===== src/rtl/iack_pkg.sv =====
package iack_pkg;
  localparam int unsigned NUM_LVL  = 7;
  localparam int unsigned VEC_W    = 8;
  localparam logic [7:0]  SPURIOUS = 8'h18;

  function automatic logic [2:0] src_level(int unsigned idx);
    return 3'((idx % NUM_LVL) + 1);
  endfunction
endpackage


===== src/rtl/iack_level_pick.sv =====
module iack_level_pick
  import iack_pkg::*;
#(
  parameter int unsigned N_SRC    = 32,
  parameter int unsigned VEC_BASE = 64,
  parameter logic [2:0]  LEVEL    = 3'd1
) (
  input  logic [N_SRC-1:0] irq_i,
  output logic             hit_o,
  output logic [VEC_W-1:0] vec_o
);
  logic [N_SRC-1:0] in_lvl;

  for (genvar g = 0; g < N_SRC; g++) begin : g_mask
    assign in_lvl[g] = (src_level(g) == LEVEL);
  end

  // lowest index wins
  always_comb begin
    hit_o = 1'b0;
    vec_o = SPURIOUS;
    for (int i = 0; i < N_SRC; i++) begin
      if (irq_i[i] && in_lvl[i] && !hit_o) begin
        hit_o = 1'b1;
        vec_o = VEC_W'(VEC_BASE + i);
      end
    end
  end
endmodule


===== src/rtl/iack_sw_pick.sv =====
module iack_sw_pick
  import iack_pkg::*;
(
  input  logic [NUM_LVL:1]            hit_i,
  input  logic [NUM_LVL:1][VEC_W-1:0] lvl_vec_i,
  output logic [VEC_W-1:0]            vec_o
);
  // highest level wins; zero when idle
  always_comb begin
    vec_o = '0;
    for (int l = 1; l <= NUM_LVL; l++) begin
      if (hit_i[l]) vec_o = lvl_vec_i[l];
    end
  end
endmodule


===== src/rtl/iack_vector_unit.sv =====
module iack_vector_unit
  import iack_pkg::*;
#(
  parameter int unsigned N_SRC    = 32,
  parameter int unsigned VEC_BASE = 64,
  parameter int unsigned ADDR_W   = 8
) (
  input  logic              clk_i,
  input  logic              rst_ni,
  input  logic [N_SRC-1:0]  irq_i,
  input  logic              rd_en_i,
  input  logic [ADDR_W-1:0] rd_addr_i,
  output logic [7:0]        rdata_o,
  output logic              rvalid_o,
  input  logic              ack_en_i,
  input  logic              cpu_ack_i,
  input  logic [2:0]        cpu_ack_lvl_i,
  output logic [7:0]        ack_vec_o,
  output logic              ack_valid_o
);
  localparam logic [ADDR_W-1:0] SW_OFFS = ADDR_W'(32'h20);

  logic [NUM_LVL:1]            lvl_hit;
  logic [NUM_LVL:1][VEC_W-1:0] lvl_vec;
  logic [VEC_W-1:0]            sw_vec;

  for (genvar l = 1; l <= NUM_LVL; l++) begin : g_lvl
    iack_level_pick #(
      .N_SRC   (N_SRC),
      .VEC_BASE(VEC_BASE),
      .LEVEL   (3'(l))
    ) i_pick (
      .irq_i(irq_i),
      .hit_o(lvl_hit[l]),
      .vec_o(lvl_vec[l])
    );
  end

  iack_sw_pick i_sw (
    .hit_i    (lvl_hit),
    .lvl_vec_i(lvl_vec),
    .vec_o    (sw_vec)
  );

  // window decode: 0x20 software, 0x24..0x3C levels 1..7
  logic             mapped;
  logic [2:0]       rd_sel;
  logic [VEC_W-1:0] rd_next;
  logic [VEC_W-1:0] ack_next;

  assign mapped = (rd_addr_i[ADDR_W-1:5] == '0 + 1'b1) && (rd_addr_i[1:0] == 2'b00);
  assign rd_sel = rd_addr_i[4:2];

  always_comb begin
    if (!mapped)          rd_next = '0;
    else if (rd_sel == 0) rd_next = sw_vec;
    else                  rd_next = lvl_vec[rd_sel];
  end

  always_comb begin
    if (cpu_ack_lvl_i == 3'd0) ack_next = SPURIOUS;
    else                       ack_next = lvl_vec[cpu_ack_lvl_i];
  end

  always_ff @(posedge clk_i or negedge rst_ni) begin
    if (!rst_ni) begin
      rdata_o  <= '0;
      rvalid_o <= 1'b0;
    end else begin
      rvalid_o <= rd_en_i;
      if (rd_en_i) rdata_o <= rd_next;
    end
  end

  always_ff @(posedge clk_i or negedge rst_ni) begin
    if (!rst_ni) begin
      ack_vec_o   <= '0;
      ack_valid_o <= 1'b0;
    end else begin
      ack_valid_o <= cpu_ack_i && ack_en_i;
      if (cpu_ack_i && ack_en_i) ack_vec_o <= ack_next;
    end
  end

  AST_RVALID_FOLLOWS: assert property (@(posedge clk_i) disable iff (!rst_ni)
    rd_en_i |=> rvalid_o);
  AST_RDATA_HOLD: assert property (@(posedge clk_i) disable iff (!rst_ni)
    !rd_en_i |=> (!rvalid_o && $stable(rdata_o)));
  AST_ACK_FOLLOWS: assert property (@(posedge clk_i) disable iff (!rst_ni)
    (cpu_ack_i && ack_en_i) |=> ack_valid_o);
  AST_ACK_GATED: assert property (@(posedge clk_i) disable iff (!rst_ni)
    !(cpu_ack_i && ack_en_i) |=> (!ack_valid_o && $stable(ack_vec_o)));
  AST_SW_IDLE_ZERO: assert property (@(posedge clk_i) disable iff (!rst_ni)
    (rd_en_i && rd_addr_i == SW_OFFS && irq_i == '0) |=> (rdata_o == 8'h00));
  AST_UNMAPPED_ZERO: assert property (@(posedge clk_i) disable iff (!rst_ni)
    (rd_en_i && !mapped) |=> (rdata_o == 8'h00));
  AST_IDLE_LVL_SPUR: assert property (@(posedge clk_i) disable iff (!rst_ni)
    (cpu_ack_i && ack_en_i && cpu_ack_lvl_i != 0 && !lvl_hit[cpu_ack_lvl_i])
      |=> (ack_vec_o == SPURIOUS));
endmodule


===== config.mk =====
export PLATFORM = sky130hd
export DESIGN_NAME = iack_vector_unit
export DESIGN_NICKNAME = d
export VERILOG_FILES = /design/src/rtl/iack_pkg.sv /design/src/rtl/iack_level_pick.sv /design/src/rtl/iack_sw_pick.sv /design/src/rtl/iack_vector_unit.sv
export SDC_FILE = /design/constraint.sdc
export NUM_CORES = 1
export LEC_CHECK = 0
export BUFFER_PORTS_ARGS = -buffer_cell sky130_fd_sc_hd__buf_4
export CELL_PAD_IN_SITES_DETAIL_PLACEMENT = 0
export CELL_PAD_IN_SITES_GLOBAL_PLACEMENT = 2
export CORE_UTILIZATION = 25
export CTS_BUF_LIST = sky130_fd_sc_hd__clkbuf_4 sky130_fd_sc_hd__clkbuf_8
export CTS_CLUSTER_SIZE = 8
export DETAILED_ROUTE_END_ITERATION = 16
export PLACE_DENSITY = 0.83
export SETUP_SLACK_MARGIN = 0.1
export SYNTH_ARGS = -nofsm -noshare
export SYNTH_HDL_FRONTEND = slang
export SYNTH_SLANG_ARGS = --single-unit

===== constraint.sdc =====
create_clock -name clk_i -period 0.84 [get_ports clk_i]
set_input_delay 0.168 -clock clk_i [delete_from_list [all_inputs] [get_ports clk_i]]
set_output_delay 0.168 -clock clk_i [all_outputs]
set_load 0.01 [all_outputs]

* Yosys cells after proc, flatten, opt, wreduce, memory -nomap -nowiden
Index checks and enable logic that the tools add are counted. W data, S select, Z words.
Storage, ports and cells: register bits 18, bits of input ports 48, output and inout bits 18, logic and storage cells 140
Cells by class: order comparisons 2, eq/ne operators 1, multiplexer cells 78, reductions and logical operators 55
Operator list (count):
- $mux W8 | 37
- $mux W7 | 7
- $bmux W8 S3 | 2
- $mux W1 | 32
- $logic_and A1 B1 Y1 | 27
- $logic_not A1 Y1 | 25
- $lt A3 B4 Y1 const B | 2
- $logic_not A3 Y1 | 2
- $eq A3 B1 Y1 const B | 1
- $logic_not A2 Y1 | 1

* Logic depth before layout (Yosys ltp)
Gate-level depths: netlist of the first run.
word-level depth 22, gate-level depth with buffers 7, depth with buffers taken out 5

* Modules after synthesis
A second synthesis of the first run with hierarchy kept.
Unflattened totals: cells, all modules 333, area total of the unflattened synthesis 2718.9 um^2
Modules (own cells, without submodules):
- iack_vector_unit | times used 1, cells each 163, area an instance 1695.4 um^2, sequential area each 450.4 um^2
- iack_sw_pick | times used 1, cells each 73, area an instance 471.7 um^2, sequential area each 0.0 um^2
- iack_level_pick (g_lvl[1].i_pick ...) | times used 2, cells each 15, area an instance 82.6 um^2, sequential area each 0.0 um^2
- iack_level_pick (g_lvl[3].i_pick) | times used 1, cells each 15, area an instance 88.8 um^2, sequential area each 0.0 um^2
- iack_level_pick (g_lvl[4].i_pick) | times used 1, cells each 13, area an instance 87.6 um^2, sequential area each 0.0 um^2
- iack_level_pick (g_lvl[7].i_pick) | times used 1, cells each 13, area an instance 77.6 um^2, sequential area each 0.0 um^2
- iack_level_pick (g_lvl[5].i_pick) | times used 1, cells each 14, area an instance 71.3 um^2, sequential area each 0.0 um^2
- iack_level_pick (g_lvl[6].i_pick) | times used 1, cells each 12, area an instance 61.3 um^2, sequential area each 0.0 um^2

* Least setup slack after synthesis of the first run
No wires, ideal clock.
path type input port to flip-flop, start in irq_i[6], end reg rdata_o[4], data arrival time 1.563 ns, data required time 0.714 ns, setup slack -0.850 ns, stages on the path 6, cell sequence buf_2 -> or4_1 -> nor4_1 -> nand2_1 -> a211oi_1 -> o41ai_1
On the way: word-level cells in the longest chain between the ends 14
RTL lines:
- from (decl) | RTL line iack_vector_unit.sv:10 | input logic [N_SRC-1:0] irq_i,
- $mux W1 | RTL line iack_level_pick.sv:23 | if (irq_i[i] && in_lvl[i] && !hit_o) begin
- $logic_not A1 Y1
- $logic_and A1 B1 Y1 | RTL line iack_level_pick.sv:23
- $mux W1 | RTL line iack_level_pick.sv:23
- $logic_not A1 Y1 | RTL line iack_level_pick.sv:23
- $logic_and A1 B1 Y1 | RTL line iack_level_pick.sv:23
- $mux W1 | RTL line iack_level_pick.sv:23
- $logic_not A1 Y1
- $logic_and A1 B1 Y1 | RTL line iack_level_pick.sv:23
- $mux W8 | RTL line iack_level_pick.sv:23
- $bmux W8 S3 | RTL line iack_vector_unit.sv:57 | else rd_next = lvl_vec[rd_sel];
- $mux W8 (implied by the code) | RTL line iack_vector_unit.sv:57
- $mux W8 (*) | RTL line iack_vector_unit.sv:56 | else if (rd_sel == 0) rd_next = sw_vec;
- $mux W8 (*) | RTL line iack_vector_unit.sv:55 | if (!mapped) rd_next = '0;
- to (signal assigned) | RTL line iack_vector_unit.sv:71 | if (rd_en_i) rdata_o <= rd_next;
- to (decl) | RTL line iack_vector_unit.sv:13 | output logic [7:0] rdata_o,
Every way passes the cells marked *; elsewhere a longest branch is shown, timed or not. The select of a mux whose other input is x is not followed. A chain may end at the register's enable or synchronous reset.

* Worst setup path after layout of the first run
start in irq_i[18], end reg rdata_o[1]
On the way: word-level cells in the longest chain between the ends 10
RTL lines (RTL line):
- $logic_and A1 B1 Y1 (*) | iack_level_pick.sv:23
- parallel branches: the longest is 7 deep, another holds $mux W8
- $mux W8 (*) | iack_vector_unit.sv:56
- $mux W8 (*) | iack_vector_unit.sv:55
Mark *: on every way between the ends. The select of a mux whose other input is x is not followed.

==> qor.txt, run 1 <==
Post-synth top cells: nor2_1, a21oi_1, nand2_1
Final #Nets: 511
Hold Crit Class: primary input to flip-flop
fin crit share: 184%
Ports: 66
Max IR drop VDD: 0.482 mV
Max Clk Rate: 649 MHz
Area Growth Syn to Fin: 103%
initial antenna violation count: 0
first-pass GRT wire length: 16,100 um
GRT overflow: 0
post-DP HPWL: 8240 um
Fillers: 774
share of the synthesized area in the top cell type: 17.5%
placed inst area: 0.00351 mm2
critical path endpoint: rdata_o[1]
register area: 350 um2
vias in the first global route: 2,955
DR WL/cell: 18.4 um
Chip Width: 91.4 um
run status: finished, violations left
largest net degree at the start of global routing: 16
RSZ-0062 raised after global routing: yes
RePlAce Congestion: 0.930
most numerous cell in the Yosys netlist: nor2_1
Seq/Total Area, Yosys: 17.5%
CTS H-tree depth: 1
drt total wl: 10,400 um
Pwr Density: 818 mW/mm2
crit path DAT: 1690 ps
reg2reg setup slack: -170 ps
Period minus WS final: 1540 ps
Vias per Instance: 5.31
TNS Setup: -7370 ps
die height: 91.4 um
Port Buf Inserts: 61
synthesized flop and latch total: 14
Die ar.: 0.00835 mm2
total CTS buffers: 3
initial DRC count: 161
core footprint: 0.00773 mm2
leading area contributor after synthesis: dfrtp_1
number of synthesized flops with an enable pin: 0
CP Launch Type: primary input
Synth cell types: 57
crit path capture type: flip-flop
Crit Reg-Reg Endpoint: rdata_o[0]
start of the worst register-to-register path: rdata_o[0]
total vias in the final route: 2,993
clock sinks: 14
failing checks: negative setup slack
Tot GR Track Use: 25.1%
Clock transition at path regs: 80 ps
antenna cells: 0
Max-Cap Viols: 0
antenna viol nets, final: 0
Longest Clk Path Bufs: 2
area of the multi-input gates: 0.00189 mm2
worst r2r path cells: 4
setup violators final: 26
# rows: 32
drt drc: 0
Critical Path Start: irq_i[18]
clk_skew: 0 ps
Worst Path Required: 990 ps
final core occ: 52.5%
leading post-synthesis cells by cell area: dfrtp_1, nor2_1, a21oi_1, a211oi_1, mux4_2
final hold vios: 0
final worst slack: -702 ps
Worst-Skew Late Latency: 250 ps
CTS tree: done
post-route cell area: 0.00406 mm2
predominant post-synthesis flop cell: dfrtp_1
drt pass-1 iters: 4
Setup Crit Path Kind: primary input to flip-flop
initial core utilization: 25.8%
Leakage: 1.74 nW
Synth Warn #: 0
clk root buf: clkbuf_8
Post-Syn Instances: 288
cell area after synthesis: 0.00200 mm2
Worst Path Max Fanout: 3
mean post-synth cell area: 6.93 um2
share of layout cells above drive strength 1: 55.8%
ys async rst share: 100%
fin. max-slew vios: 0
==> flip-flops by register name, summed over array words and instances, names as in the netlist <==
| name | cells |
|---|---|
| ack_vec_o | 6 |
| rdata_o | 6 |
| ack_valid_o | 1 |
| rvalid_o | 1 |
==> routing by layer <==
| metal | vias to the layer above | share of wire (%) | GRT usage (%) | wire length [um] |
|---|---|---|---|---|
| met3 | 20 | 4.3 | 2.01 | 447 |
| met4 | 0 | 2.2 | 7.67 | 224 |
| met5 | - | 0 | 0 | 0 |
| li1 | 1454 | - | - | - |
| met1 | 1423 | 43 | 32.2 | 4440 |
| met2 | 96 | 51 | 44.4 | 5280 |
==> final cells by class <==
type                    instances  area share, %
repair buffers                188           39.3
clock buffers                   4           1.36
inverters                      10          0.925
flip-flops and latches         14           8.64
well taps                     102           3.15
multi-input cells             246           46.6
==> report_power, final <==
| group | switching [mW] | internal, mW |
|---|---|---|
| Clock | 0.320 | 0.417 |
| Combinational | 0.857 | 0.956 |
| Sequential | 0.0393 | 0.730 |
| Total | 1.22 | 2.10 |
==> worst max-delay path, stage by stage <==
cell,delay [ps]
buf_6,90
or4_4,590
a2111oi_4,300
nand4b_1,180
a311oi_1,260
o41ai_1,90
==> worst min path at each step <==
stage                        end  depth (start not counted)  slack (ps)     from
CTS                     rvalid_o                          2         150  rd_en_i
global placement    ack_vec_o[3]                          1          40   rst_ni
global route            rvalid_o                          2         150  rd_en_i
floorplan            ack_valid_o                          0        -130   rst_ni
detailed placement  ack_vec_o[4]                          1          40   rst_ni
finish                  rvalid_o                          2         150  rd_en_i
==> cells in the final DEF (no fill, tap or decap), drive strengths merged, types with 3 or more instances in the layout <==
master	synthesis	final
o41ai	3	3
nor2b	9	9
mux4	4	4
buf	6	187
nand2	22	22
nand3	5	5
or3	4	4
or4	5	5
nor3	13	13
inv	8	8
a221oi	3	3
nand2b	7	7
dfrtp	14	14
a21oi	29	29
o211ai	5	5
o21bai	3	3
a211oi	12	12
o32ai	6	6
o21ai	17	17
or2	4	4
a311oi	3	3
conb	1	4
nor4	6	6
o31ai	3	3
a2111oi	4	4
clkbuf	15	4
a31oi	5	5
nor2	41	41
==> what timing repair did <==
action | 4_1_cts | 5_1_grt
hold buffers | 1 | 0
pin swaps | 19 | 11
endpoints found under the hold margin | 14 | 0
endpoints found under the setup margin | 26 | 26
buffers inserted | 9 | 5
resized for setup | 70 | 18
==> kinds of logic after synthesis <==
family / after synthesis / synth area share, %
AND/OR/NAND/NOR: 124 / 30.9
buffers and inverters: 31 / 6.64
AO/OA/AOI/OAI: 112 / 39.2
multiplexers: 6 / 5.51
other: 1 / 0.188
flip-flops: 14 / 17.5
==> per-stage QoR <==
| stage | setup slack [ps] | total power [mW] | hold slack [ps] | std cells |
|---|---|---|---|---|
| after global routing | -811 | 3.47 | 150 | 564 |
| final | -702 | 3.32 | 146 | 564 |
| after floorplan | -675 | 1.41 | -128 | 291 |
| after global placement | -1010 | 2.32 | 37.9 | 546 |
| after detailed placement | -995 | 2.32 | 44.3 | 546 |
| after CTS | -676 | 3.24 | 146 | 559 |
Power figures use the tool's default switching activity.
==> inputs of run 2 (changes only) <==
RECOVER_POWER = 50   (was not set)
==> run 2 against run 1 <==
Compared with the run above: the run still ends with negative setup slack left; clock power barely moved; utilization is 0.081 points lower; maximum frequency is essentially flat; register-to-register slack barely moved; combinational power about the same; total power fell by 0.11%; worst setup slack gained 1.3 ps; wire length barely moved; sequential power about the same; clock-buffer cell count unchanged; global-route usage unchanged.
==> qor.txt, run 2 (synthesis gave the netlist of run 1 again) <==
run status: finished, violations left (unchanged)
failing checks: negative setup slack (unchanged)
Port Buf Inserts: 61 (unchanged)
register area: 350 um2 (unchanged)
Fillers: 774 (unchanged)
total vias in the final route: 2,989 (was 2,993)
Worst Path Max Fanout: 3 (unchanged)
Max stage delay on crit path: 590 ps (about the same)
clock sinks: 14 (unchanged)
antenna cells: 0 (unchanged)
Ports: 66 (unchanged)
drt pass-1 iters: 4 (unchanged)
initial antenna violation count: 0 (unchanged)
placed inst area: 0.00351 mm2 (unchanged)
Worst Path Required: 990 ps (about the same)
share of layout cells above drive strength 1: 55.6% (was 55.8%)
Tot GR Track Use: 25.1% (unchanged)
most frequent cells in the layout: buf_4, buf_6, nor2_1 (unchanged)
area of the multi-input gates: 0.00189 mm2 (unchanged)
first-pass GRT wire length: 16,100 um (unchanged)
largest net degree at the start of global routing: 16 (unchanged)
CTS H-tree depth: 1 (unchanged)
total CTS buffers: 3 (unchanged)
Max Clk Rate: 649 MHz (about the same)
CP Launch Type: primary input (unchanged)
clk_skew: 0 ps (unchanged)
most common cell after layout, fill and taps aside: buf_4 (unchanged)
hold_sp: rd_en_i (unchanged)
CTS tree: done (unchanged)
Hold Crit Class: primary input to flip-flop (unchanged)
Leakage: 1.73 nW (was 1.74 nW)
Period minus WS final: 1540 ps (about the same)
Total Power: 3.31 mW (was 3.32 mW)
die height: 91.4 um (unchanged)
Setup WS pre-CTS: -995 ps (unchanged)
critical path, cell by cell: buf_6 > or4_4 > a2111oi_4 > nand4b_1 > a311oi_1 > o41ai_1 (unchanged)
Pwr Density: 818 mW/mm2 (about the same)
start of the worst register-to-register path: rdata_o[0] (unchanged)
crit path capture type: flip-flop (unchanged)
RSZ-0062 raised after global routing: yes (unchanged)
Area Growth Syn to Fin: 103% (about the same)
Final #Nets: 511 (unchanged)
Setup Crit Path Kind: primary input to flip-flop (unchanged)
CP max stage cell: or4_4 (unchanged)
vias in the first global route: 2,955 (unchanged)
final core occ: 52.4% (was 52.5%)
RePlAce Congestion: 0.930 (unchanged)
setup violators final: 26 (unchanged)
Critical Path Start: irq_i[18] (unchanged)
Longest Clk Path Bufs: 2 (unchanged)
Worst-Skew Late Latency: 250 ps (about the same)
GRT overflow: 0 (unchanged)
initial DRC count: 162 (was 161)
Die ar.: 0.00835 mm2 (unchanged)
fin. max-slew vios: 0 (unchanged)
clk root buf: clkbuf_8 (unchanged)
crit path DAT: 1690 ps (about the same)
Chip Width: 91.4 um (unchanged)
antenna viol nets, final: 0 (unchanged)
DR WL/cell: 18.4 um (about the same)
Max IR drop VDD: 0.483 mV (was 0.482 mV)
final hold vios: 0 (unchanged)
drt drc: 0 (unchanged)
Min-Delay Path Depth: 2 (unchanged)
drt total wl: 10,400 um (about the same)
fin crit share: 183% (was 184%)
final worst slack: -701 ps (was -702 ps)
worst r2r path cells: 4 (unchanged)
Largest regs: ack_vec_o: 6 flops, rdata_o: 6 flops (unchanged)
Vias per Instance: 5.30 (was 5.31)
post-route cell area: 0.00405 mm2 (was 0.00406 mm2)
Clock transition at path regs: 80 ps (about the same)
# rows: 32 (unchanged)
post-DP HPWL: 8240 um (unchanged)
initial core utilization: 25.8% (unchanged)
core footprint: 0.00773 mm2 (unchanged)
Max-Cap Viols: 0 (unchanged)
## run 2: changes by cell type in the layout (fill, tap and decap cells not counted)
| cell | previous run | this run |
|---|---|---|
| clkbuf_1 | 0 | 1 |
| buf_4 | 143 | 140 |
| clkbuf_4 | 0 | 1 |
| clkbuf_2 | 0 | 1 |
## run 2: layout make-up
type	instances	share of cell area (%)
clock buffer	4	1.36
inverter	10	0.927
multi-input combinational	246	46.7
sequential	14	8.65
tap	102	3.15
timing repair buffer	188	39.2
## run 2: where the power goes
| group | internal [mW] | total (mW) | switching (mW) |
|---|---|---|---|
| registers | 0.730 | 0.769 | 0.0393 |
| logic | 0.952 | 1.81 | 0.857 |
| clock network | 0.417 | 0.737 | 0.320 |
| total | 2.10 | 3.31 | 1.22 |
## run 2: per-stage QoR
stage / TNS [ps] / hold WS [ps] / std cells
floorplan: -5840 / -128 / 291
global placement: -9910 / 37.9 / 546
detailed placement: -10080 / 44.3 / 546
CTS: -7420 / 146 / 559
global route: -8380 / 224 / 564
finish: -7370 / 214 / 564
## run 2: final timing paths
check | slack [ps] | to
max | -700 | rdata_o[1]
min | 210 | rvalid_o
max reg2reg | -170 | rdata_o[0]
min reg2reg | 520 | ack_vec_o[4]
max in group asynchronous | 120 | rdata_o[3]
min in group asynchronous | 410 | rdata_o[4]
## run 2: worst max-delay path, delay by kind of cell
| family | cells | cell delay (ps) |
|---|---|---|
| AOI/OAI and AO/OA | 3 | 660 |
| buffers and inverters | 1 | 90 |
| and+or+nand+nor | 2 | 770 |
## run 2: metal layers
metal | routed length (um) | vias to the layer above | GRT usage, %
li1 | - | 1453 | -
met1 | 4480 | 1426 | 32.2
met2 | 5300 | 92 | 44.4
met3 | 400 | 18 | 2.01
met4 | 219 | 0 | 7.67
met5 | 0 | - | 0
## run 2: what timing repair did
item | in CTS | in global routing
hold buffers | 1 | 0
pin swaps | 19 | 11
endpoints found under the setup margin | 26 | 26
cloned | 0 | 0
gates resized for setup | 70 | 18
setup buffers | 9 | 5
hold endpoints to repair | 14 | 0
==> inputs of run 3 (changes only) <==
PLACE_DENSITY = 0.85   (was 0.83)
==> run 3 against run 2 <==
Compared with the run above: the run still ends with negative setup slack left; maximum frequency up 2.8%; cell area down 0.71%; global-route usage down 0.45 points; register-to-register slack worse by 70 ps; non-clock buffer count up 4; clock power down 6.2%; sequential power about the same; wire length down 0.65%; combinational power about the same; worst setup slack better by 42 ps; critical path depth unchanged; sequential share of layout area up 0.062 points.
==> qor.txt, run 3 (synthesis gave the netlist of run 1 again) <==
run status: finished, violations left (unchanged)
failing checks: negative setup slack (unchanged)
Port Buf Inserts: 61 (unchanged)
crit path capture type: flip-flop (unchanged)
Fillers: 781 (was 774)
critical path, cell by cell: buf_6 > or4_4 > nor4_4 > nand2_2 > a211oi_2 > o41ai_1 (was buf_6 > or4_4 > a2111oi_4 > nand4b_1 > a311oi_1 > o41ai_1)
clk root buf: clkbuf_8 (unchanged)
GRT overflow: 0 (unchanged)
Min-Delay Path Depth: 3 (was 2)
most frequent cells in the layout: buf_4, nor2_1, buf_6 (was buf_4, buf_6, nor2_1)
total CTS buffers: 3 (unchanged)
initial DRC count: 196 (was 162)
drt drc: 0 (unchanged)
Max stage delay on crit path: 590 ps (about the same)
Ports: 66 (unchanged)
Clock transition at path regs: 70 ps (was 80 ps)
Largest regs: ack_vec_o: 6 flops, rdata_o: 6 flops (unchanged)
Final #Nets: 515 (was 511)
Pwr Density: 805 mW/mm2 (was 818 mW/mm2)
total vias in the final route: 3,013 (was 2,989)
Max-Cap Viols: 0 (unchanged)
largest net degree at the start of global routing: 17 (was 16)
antenna viol nets, final: 0 (unchanged)
first-pass GRT wire length: 15,700 um (was 16,100 um)
CP max stage cell: or4_4 (unchanged)
core footprint: 0.00773 mm2 (unchanged)
most common cell after layout, fill and taps aside: buf_4 (unchanged)
antenna cells: 0 (unchanged)
setup violators final: 26 (unchanged)
fin. max-slew vios: 0 (unchanged)
RSZ-0062 raised after global routing: yes (unchanged)
DR WL/cell: 18.2 um (was 18.4 um)
clk_skew: 0 ps (unchanged)
drt total wl: 10,300 um (was 10,400 um)
final core occ: 52.0% (was 52.4%)
Tot GR Track Use: 24.6% (was 25.1%)
clock sinks: 14 (unchanged)
crit path DAT: 1630 ps (was 1690 ps)
Worst Path Max Fanout: 3 (unchanged)
Leakage: 1.73 nW (about the same)
final hold vios: 0 (unchanged)
Total Power: 3.24 mW (was 3.31 mW)
family with the most delay on the worst path: simple AND/OR/NAND/NOR gates (unchanged)
post-DP HPWL: 8310 um (was 8240 um)
CP Launch Type: primary input (unchanged)
die height: 91.4 um (unchanged)
Crit Reg-Reg Endpoint: rdata_o[0] (unchanged)
Max IR drop VDD: 0.595 mV (was 0.483 mV)
Period minus WS final: 1500 ps (was 1540 ps)
hold_sp: ack_en_i (was rd_en_i)
vias in the first global route: 2,962 (was 2,955)
Chip Width: 91.4 um (unchanged)
initial antenna violation count: 0 (unchanged)
Setup Crit Path Kind: primary input to flip-flop (unchanged)
fin crit share: 178% (was 183%)
worst hold-check slack: 215 ps (was 214 ps)
Worst Path Required: 980 ps (was 990 ps)
placed inst area: 0.00350 mm2 (was 0.00351 mm2)
share of layout cells above drive strength 1: 55.6% (about the same)
drt pass-1 iters: 4 (unchanged)
# rows: 32 (unchanged)
Hold Path Sink: ack_valid_o (was rvalid_o)
WP buf/inv: 1 (unchanged)
RePlAce Congestion: 0.964 (was 0.930)
Vias per Instance: 5.30 (about the same)
initial core utilization: 25.8% (unchanged)
Worst-Skew Late Latency: 250 ps (about the same)
final worst slack: -659 ps (was -701 ps)
Hold Crit Class: primary input to flip-flop (unchanged)
Die ar.: 0.00835 mm2 (unchanged)
Max Clk Rate: 667 MHz (was 649 MHz)
worst r2r path cells: 4 (unchanged)
Setup WS pre-CTS: -972 ps (was -995 ps)
start of the worst register-to-register path: rdata_o[0] (unchanged)
post-route cell area: 0.00402 mm2 (was 0.00405 mm2)
Longest Clk Path Bufs: 2 (unchanged)
CTS H-tree depth: 1 (unchanged)
reg2reg setup slack: -240 ps (was -170 ps)
CTS tree: done (unchanged)
Area Growth Syn to Fin: 101% (was 103%)
-- run 3: cell types whose count changed in the layout (fill, tap and decap cells not counted), sizes merged --
cell  before  now
buf      184  188
-- run 3: final cells by class --
cell class / instances / area [um2] / share of cell area, %
multi-input combinational: 246 / 1900 / 47.2
timing repair buffer: 192 / 1550 / 38.6
sequential: 14 / 350 / 8.71
tap: 102 / 128 / 3.17
clock buffer: 4 / 55.1 / 1.37
inverter: 10 / 37.5 / 0.933
-- run 3: timing repair --
action / 4_1_cts / 5_1_grt
hold endpoints to repair: 14 / 0
buffers inserted: 10 / 6
endpoints found under the setup margin: 26 / 26
gates resized for setup: 54 / 20
gates cloned: 0 / 0
pin swaps: 20 / 7
hold buffers: 1 / 0
-- run 3: worst max-delay path by stage --
stage	from	to	slack, ps	depth (start not counted)
2_1_floorplan	irq_i[18]	rdata_o[1]	-680	5
3_3_place_gp	irq_i[18]	rdata_o[1]	-990	6
3_5_place_dp	irq_i[7]	rdata_o[3]	-970	6
4_1_cts	irq_i[18]	rdata_o[1]	-630	6
5_1_grt	irq_i[18]	rdata_o[4]	-730	6
6_report	irq_i[18]	rdata_o[4]	-660	6
-- run 3: metrics by stage --
stage / std cells / setup TNS (ps)
3_3_place_gp: 547 / -9900
2_1_floorplan: 291 / -5840
5_1_grt: 568 / -8430
4_1_cts: 562 / -7320
3_5_place_dp: 547 / -10140
6_report: 568 / -7680
-- run 3: worst register-to-register path, stage by stage (launching register included) --
cell and delay, ps:
dfrtp_1 410, nand2_1 160, nand2_1 70, a211oi_1 250, a211oi_2 70
-- run 3: per-layer routing --
layer  vias up  share of wire [%]  track usage [%]
li1       1465                  -                -
met1      1413                 42             29.9
met2       113                 50             44.9
met3        22                4.9             2.26
met4         0                3.6             8.86
met5         -                  0                0
-- run 3: power by group --
group / switching [mW] / internal [mW]
Clock: 0.275 / 0.416
Combinational: 0.842 / 0.935
Sequential: 0.0386 / 0.731
